**src/rtl/tct_pkg.sv**
```systemverilog
package tct_pkg;
  localparam int BYTE_W = 8;

  // register addresses
  localparam logic [1:0] ADDR_CMP_LO = 2'd0;
  localparam logic [1:0] ADDR_CMP_HI = 2'd1;
  localparam logic [1:0] ADDR_MODE   = 2'd2;
  localparam logic [1:0] ADDR_FLAG   = 2'd3;

  // mode bit positions
  localparam int MB_ARM   = 6;
  localparam int MB_CAPP  = 5;
  localparam int MB_CAPN  = 4;
  localparam int MB_MATCH = 3;
  localparam int MB_TOG   = 2;
  localparam int MB_PWM   = 1;
  localparam int MB_IEN   = 0;
  localparam int MODE_W   = 7;

  typedef struct packed {
    logic              wrLo;
    logic              wrHi;
    logic              wrMode;
    logic              clrFlag;
    logic [BYTE_W-1:0] data;
  } strobeT;
endpackage

```
**src/rtl/tct_ctrl.sv**
```systemverilog
module tct_ctrl
  import tct_pkg::*;
#(
  parameter int ADDR_W = 2
) (
  input  logic              clk,
  input  logic              rstN,
  input  logic              regWe,
  input  logic [ADDR_W-1:0] regAddr,
  input  logic [BYTE_W-1:0] regWdata,
  output strobeT            strb
);
  always_comb begin
    strb         = '0;
    strb.data    = regWdata;
    strb.wrLo    = regWe && (regAddr == ADDR_CMP_LO);
    strb.wrHi    = regWe && (regAddr == ADDR_CMP_HI);
    strb.wrMode  = regWe && (regAddr == ADDR_MODE);
    strb.clrFlag = regWe && (regAddr == ADDR_FLAG) && !regWdata[0];
  end

  // at most one register strobe per cycle
  assert_one_strobe_R8: assert property (@(posedge clk) disable iff (!rstN)
    $onehot0({strb.wrLo, strb.wrHi, strb.wrMode, strb.clrFlag}));
endmodule

```
**src/rtl/tct_datapath.sv**
```systemverilog
module tct_datapath
  import tct_pkg::*;
#(
  parameter int TIMER_W = 16,
  parameter int ADDR_W  = 2
) (
  input  logic               clk,
  input  logic               rstN,
  input  logic [TIMER_W-1:0] timerVal,
  input  logic               timerRun,
  input  strobeT             strb,
  input  logic [ADDR_W-1:0]  regAddr,
  output logic [BYTE_W-1:0]  regRdata,
  output logic               pinOut,
  output logic               matchFlag,
  output logic               irqOut
);
  localparam int HI_W = TIMER_W - BYTE_W;

  logic [TIMER_W-1:0] timerQ;
  logic               runQ;
  logic [BYTE_W-1:0]  cmpLoQ;
  logic [HI_W-1:0]    cmpHiQ;
  logic [MODE_W-1:0]  modeQ;
  logic               flagQ;
  logic               pinQ;
  logic               hit;

  // timer sampled once per clock
  always_ff @(posedge clk) begin
    if (!rstN) begin
      timerQ <= '0;
      runQ   <= 1'b0;
    end else begin
      timerQ <= timerVal;
      runQ   <= timerRun;
    end
  end

  assign hit = runQ && modeQ[MB_ARM] && modeQ[MB_MATCH] &&
               (timerQ == {cmpHiQ, cmpLoQ});

  // compare and mode registers
  always_ff @(posedge clk) begin
    if (!rstN) begin
      cmpLoQ <= '0;
      cmpHiQ <= '0;
      modeQ  <= '0;
    end else begin
      if (strb.wrMode) modeQ <= strb.data[MODE_W-1:0];
      if (strb.wrLo) begin
        cmpLoQ        <= strb.data;
        modeQ[MB_ARM] <= 1'b0;
      end
      if (strb.wrHi) begin
        cmpHiQ        <= strb.data[HI_W-1:0];
        modeQ[MB_ARM] <= 1'b1;
      end
    end
  end

  // sticky flag, set wins over clear
  always_ff @(posedge clk) begin
    if (!rstN)             flagQ <= 1'b0;
    else if (hit)          flagQ <= 1'b1;
    else if (strb.clrFlag) flagQ <= 1'b0;
  end

  // output pin
  always_ff @(posedge clk) begin
    if (!rstN)                      pinQ <= 1'b1;
    else if (hit && modeQ[MB_TOG])  pinQ <= ~pinQ;
  end

  always_comb begin
    case (regAddr)
      ADDR_CMP_LO: regRdata = cmpLoQ;
      ADDR_CMP_HI: regRdata = BYTE_W'(cmpHiQ);
      ADDR_MODE:   regRdata = {1'b0, modeQ};
      default:     regRdata = {{(BYTE_W-1){1'b0}}, flagQ};
    endcase
  end

  assign pinOut    = pinQ;
  assign matchFlag = flagQ;
  assign irqOut    = flagQ && modeQ[MB_IEN];

  // pin moves only after a toggle-enabled match
  assert_pin_cause_R2: assert property (@(posedge clk) disable iff (!rstN)
    !$stable(pinQ) |-> $past(runQ && modeQ[MB_ARM] && modeQ[MB_MATCH] &&
                             modeQ[MB_TOG] && timerQ == {cmpHiQ, cmpLoQ}));
  // flag rises only after a match
  assert_flag_cause_R6: assert property (@(posedge clk) disable iff (!rstN)
    $rose(flagQ) |-> $past(runQ && modeQ[MB_ARM] && modeQ[MB_MATCH] &&
                           timerQ == {cmpHiQ, cmpLoQ}));
  // stopped timer: nothing changes on the next edge
  assert_no_run_R4: assert property (@(posedge clk) disable iff (!rstN)
    !runQ |=> $stable(pinQ));
  // low-byte write disarms, high-byte write arms
  assert_lo_disarm_R5: assert property (@(posedge clk) disable iff (!rstN)
    strb.wrLo |=> !modeQ[MB_ARM]);
  assert_hi_arm_R5: assert property (@(posedge clk) disable iff (!rstN)
    strb.wrHi |=> modeQ[MB_ARM]);
  // disarmed channel cannot raise the flag
  assert_disarmed_R9: assert property (@(posedge clk) disable iff (!rstN)
    (!modeQ[MB_ARM] && !flagQ) |=> !flagQ);
  // interrupt never without flag
  assert_irq_flag_R7: assert property (@(posedge clk) disable iff (!rstN)
    irqOut |-> matchFlag);
endmodule

```
**src/rtl/timer_compare_toggle.sv**
```systemverilog
module timer_compare_toggle
  import tct_pkg::*;
#(
  parameter int TIMER_W = 16,
  parameter int ADDR_W  = 2
) (
  input  logic               clk,
  input  logic               rstN,
  input  logic [TIMER_W-1:0] timerVal,
  input  logic               timerRun,
  input  logic               regWe,
  input  logic [ADDR_W-1:0]  regAddr,
  input  logic [BYTE_W-1:0]  regWdata,
  output logic [BYTE_W-1:0]  regRdata,
  output logic               pinOut,
  output logic               matchFlag,
  output logic               irqOut
);
  strobeT strb;

  tct_ctrl #(.ADDR_W(ADDR_W)) uCtrl (
    .clk(clk), .rstN(rstN), .regWe(regWe), .regAddr(regAddr),
    .regWdata(regWdata), .strb(strb)
  );

  tct_datapath #(.TIMER_W(TIMER_W), .ADDR_W(ADDR_W)) uDp (
    .clk(clk), .rstN(rstN), .timerVal(timerVal), .timerRun(timerRun),
    .strb(strb), .regAddr(regAddr), .regRdata(regRdata),
    .pinOut(pinOut), .matchFlag(matchFlag), .irqOut(irqOut)
  );
endmodule

```
**config.mk**
```make
export PLATFORM = sky130hd
export DESIGN_NAME = timer_compare_toggle
export DESIGN_NICKNAME = d
export VERILOG_FILES = /design/src/rtl/tct_pkg.sv /design/src/rtl/tct_ctrl.sv /design/src/rtl/tct_datapath.sv /design/src/rtl/timer_compare_toggle.sv
export SDC_FILE = /design/constraint.sdc
export NUM_CORES = 1
export LEC_CHECK = 0
export CORE_ASPECT_RATIO = 1.75
export CORE_MARGIN = 2
export CORE_UTILIZATION = 36
export DETAILED_ROUTE_END_ITERATION = 6
export PLACE_DENSITY = 0.6
export SLEW_MARGIN = 20
export SYNTH_ARGS = -nofsm -noshare
export SYNTH_HDL_FRONTEND = slang
export SYNTH_SLANG_ARGS = --single-unit
```
**constraint.sdc**
```tcl
create_clock -name clk -period 2.1 [get_ports clk]
set_input_delay 0.42 -clock clk [delete_from_list [all_inputs] [get_ports clk]]
set_output_delay 0.42 -clock clk [all_outputs]
set_load 0.03 [all_outputs]
```
After elaboration in Yosys (flattened, before gate mapping):

Cells that the tools add are included.

* register bits: 42
* input bits: 30
* output and inout bits: 11
* logic and storage cells: 33

* eq/ne operators: 4
* reductions and logical operators: 14
* muxes and demuxes: 6
* bitwise operators: 1

Operators with widths (count)
* 8-bit case mux with 3 select lines: 1
* 16-bit equality test: 1
* 1-bit logical AND: 10
* 7-bit 2-to-1 mux: 1
* 2-bit equality test (second input constant): 2
* 1-bit 2-to-1 mux: 4
* 3-bit nonzero test: 1
* 2-bit by 1-bit equality test with 1-bit output (second input constant): 1
* 2-bit zero test: 1
* 2-bit nonzero test: 1
* 1-bit zero test: 1
* 1-bit NOT: 1

Depth between registers and ports, before layout:

* word-level depth: 5
* depth in mapped cells: 5
* gate-level depth less buffers: 5

Cells and area by module:

From an unflattened synthesis, not the netlist that was laid out.

* cells, all modules: 185
* area total of the unflattened synthesis: 1866.8 um^2

By module, submodules not included
* tct_datapath: cells an instance 173, instances 1, area an instance 1769.2 um^2, seq. area each 840.8 um^2
* tct_ctrl: cells an instance 12, instances 1, area an instance 97.6 um^2, seq. area each 0.0 um^2

Worst setup path after synthesis:

OpenSTA, ideal clock, no wires.

* kind: input -> output
* start point: in regAddr[0]
* end point: out regRdata[1]
* arrival time: 1.386 ns
* stages on the path: 3
* required time: 1.680 ns
* path buffers: 1
* setup slack: 0.294 ns
* cell sequence: buf_4 > mux2i_1 > o21ai_0

* cells in the longest elaborated chain, start to end: 2
* elaborated cells between the ends (all ways): 4
* classes of those cells: eq/ne: 2; mux: 1; reduce/logical: 1

RTL lines
* from (decl): line timer_compare_toggle.sv:12 `input logic [ADDR_W-1:0] regAddr,`
* 2-bit equality test (tied with other cells): line tct_datapath.sv:76 `case (regAddr)`
* 8-bit case mux with 3 select lines (*): line tct_datapath.sv:76
* to (decl): line timer_compare_toggle.sv:14 `output logic [BYTE_W-1:0] regRdata,`

Mark *: on every way between the ends. The rest lies on a longest branch, timed or not.

Worst setup path after layout:

* start point: in regAddr[0]
* end point: out regRdata[2]

The elaborated chain is that of the path after synthesis.

==> metrics.txt <==
RR Startpoint=uDp.cmpLoQ[3]; routed length per instance=13.1 um; # IOs=41; Synth Flop Type=dfxtp_1; fmax=518 MHz; Min-Delay Path Class=flop to flop; routability congestion estimate=0.730; Final period util=0.919; Synth Area in Adders=0; Yosys Warn Count=0; Compound-Gate Fraction of Synth Area=0.0590; H-tree levels=2; hold depth=2; Synth area leaders=dfxtp_1, mux2i_1, xnor2_1, and2_1, nor2b_1; drt total wl=3720 um; post-synthesis mux area share=0.140; Max-Cap Viols=0; clk_skew=0.00627 ns; transition time of the tightest slew-check pin=0.457 ns; Vias/cell=4.76; die area=0.00561 mm2; unrepaired setup endpoints after global routing=no; Unique masters post-synth=28; CP Launch Type=input port; crit path buf inv count=4; most common cell in the netlist=dfxtp_1; gr usage total=0.148; Hold EP=uDp.modeQ[5]; #FFs+latches synth=42; clk_lat worst skew=0.29 ns; Die Y=97.6 um; Worst-path clk slew=0.08 ns; Critical Path Stages=7; detailed-route DRC error count=0; vias in the first global route=1337; row cnt=34; Antenna Diode Count=0; # hold bufs at CTS=0; share of cells above drive strength 1=0.139; Setup crit end kind=output pin; worst reg-to-reg path cell count=5; mapped cell area=0.00180 mm2; Final Critical Period=1.93 ns; CP required=1.68 ns; final instance area=0.00240 mm2; Post-Synth Simple-Gate Area=0.225; kind of critical path=input port to output pin; Port-buffer cells=40; area grow syn2layout=33.1%; commonest cells in the synthesized netlist=dfxtp_1, mux2i_1, and2_1; HPWL after detailed placement=2700 um; CTS tree=built; XOR/XNOR share of the synthesized area=0.0777; main combinational cell family by area after synthesis=simple AND/OR/NAND/NOR gates; pre-CTS WS=-0.381 ns; status=finished, final reports clean; leakage=0.949 nW; first-pass GRT wire length=6360 um; Pwr Density=663 mW/mm2; critical path peak fanout=13; CP top delay family=buffers and inverters; Chip Width=57.5 um; Mapped Cells=180; final-stage net count=259; async set-reset flop share out of synthesis=0; R2R Path End=uDp.pinOut; max incr delay on CP=0.28 ns; worst path cell trace=dlygate4sd2_1 -> buf_8 -> nor2b_4 -> buf_6 -> nand2_1 -> o21ai_1 -> buf_4; clock buffer count from CTS=5; register area share after synthesis=0.466; CP arrival=1.51 ns; core area=0.00489 mm2; Slowest cell on crit path=dlygate4sd2_1; Starting Density=0.369; clock root buffer=clkbuf_8; clk sinks=42; min-delay src=uDp.modeQ[5]; Max Transition Viols Final=0; dpl cell area=0.00229 mm2; Post-synth EDFFs=0; maximum VDD drop=0.430 mV; reg-to-reg setup timing slack=0.55 ns; syn_nets=210; clk buf depth=2; headroom to the max-slew limit=0.693; Avg Cell Area, Syn=10.0 um2; first-pass iteration count of the detailed router=6; final worst slack=0.171 ns; GR Overflow Total=0; Synth top area share=0.466; Starting DRT DRC Count=22; setup violators final=0; leading area contributor after synthesis=dfxtp_1; Hold Vio Cnt, Final=0; largest net degree at the start of global routing=43; worst hold margin=0.465 ns; via count=1353; initial antenna violation count=0; Detail Route Antenna Nets=0
[timing repair]
| item | 4_1_cts | 5_1_grt |
|---|---|---|
| endpoints found under the setup margin | 7 | 6 |
| resized for setup | 13 | 3 |
| pin swaps | 0 | 0 |
| buffers inserted | 0 | 0 |
| gates cloned | 0 | 0 |
[registers in the layout, summed over array words and instances, names as in the netlist]
| register | count |
|---|---|
| uDp.timerQ | 16 |
| uDp.cmpHiQ | 8 |
| uDp.cmpLoQ | 8 |
| uDp.modeQ | 7 |
| uDp.matchFlag | 1 |
| uDp.pinOut | 1 |
| uDp.runQ | 1 |
[final cells by class]
class | count | area [um2]
fillers | 472 | 2490
multi-input cells | 127 | 913
flip-flops and latches | 42 | 841
repair buffers | 51 | 477
clock buffers | 7 | 86.3
well taps | 54 | 67.6
inverters | 2 | 10.0
clock inverters | 1 | 5.00
[how the worst max path moves through the flow]
| stage | start | endpoint | slack, ns |
|---|---|---|---|
| finish | regAddr[0] | regRdata[2] | 0.17 |
| global route | regAddr[0] | regRdata[3] | 0.12 |
| CTS | regAddr[1] | regRdata[6] | 0.01 |
| detailed placement | regAddr[0] | regRdata[0] | -0.38 |
| global placement | regAddr[0] | regRdata[0] | -0.39 |
| floorplan | regAddr[0] | regRdata[1] | 0.29 |
[kinds of logic after synthesis]
group,after synthesis
buffers and inverters,11
DFF,42
muxes,24
xor gates and xnor gates,16
AOI/OAI and AO/OA,17
and+or+nand+nor,70
[report_power, final]
part	internal [mW]	switching, mW	leakage, nW
clock network	0.265	0.259	0.0482
registers	0.829	0.0203	0.345
logic	0.127	0.0908	0.556
total	1.22	0.370	0.949
[cells in the final DEF, fill, tap and decap left out, types with 4 or more instances in the layout]
cell,count
dfxtp_1,42
clkdlybuf4s50_1,30
mux2i_1,23
and2_1,19
nor2b_1,18
xnor2_1,15
buf_4,15
nand2_1,13
nand3_1,9
clkbuf_8,6
o21ai_0,5
nand4_1,4
a21boi_0,4
[routing by layer]
layer  part of all wire  global-route usage
met4              0.024              0.0716
met3              0.035              0.0293
met1               0.41               0.167
met2               0.54               0.255
met5                  0                   0
[worst min-delay path, cell delays in order, from the launching register on]
cell and delay (ns):
dfxtp_1 0.32, nand2_1 0.05, a21boi_1 0.05
[metrics by stage]
stage | setup TNS, ns | cells | util | power (mW)
3_5_place_dp | -0.987 | 276 | 0.468 | 1.09
3_3_place_gp | -1.09 | 276 | 0.468 | 1.08
5_1_grt | 0 | 284 | 0.491 | 1.67
2_1_floorplan | 0 | 180 | - | 0.980
6_report | 0 | 284 | 0.491 | 1.59
4_1_cts | 0 | 284 | 0.489 | 1.62
(Power assumes the default switching activity.)
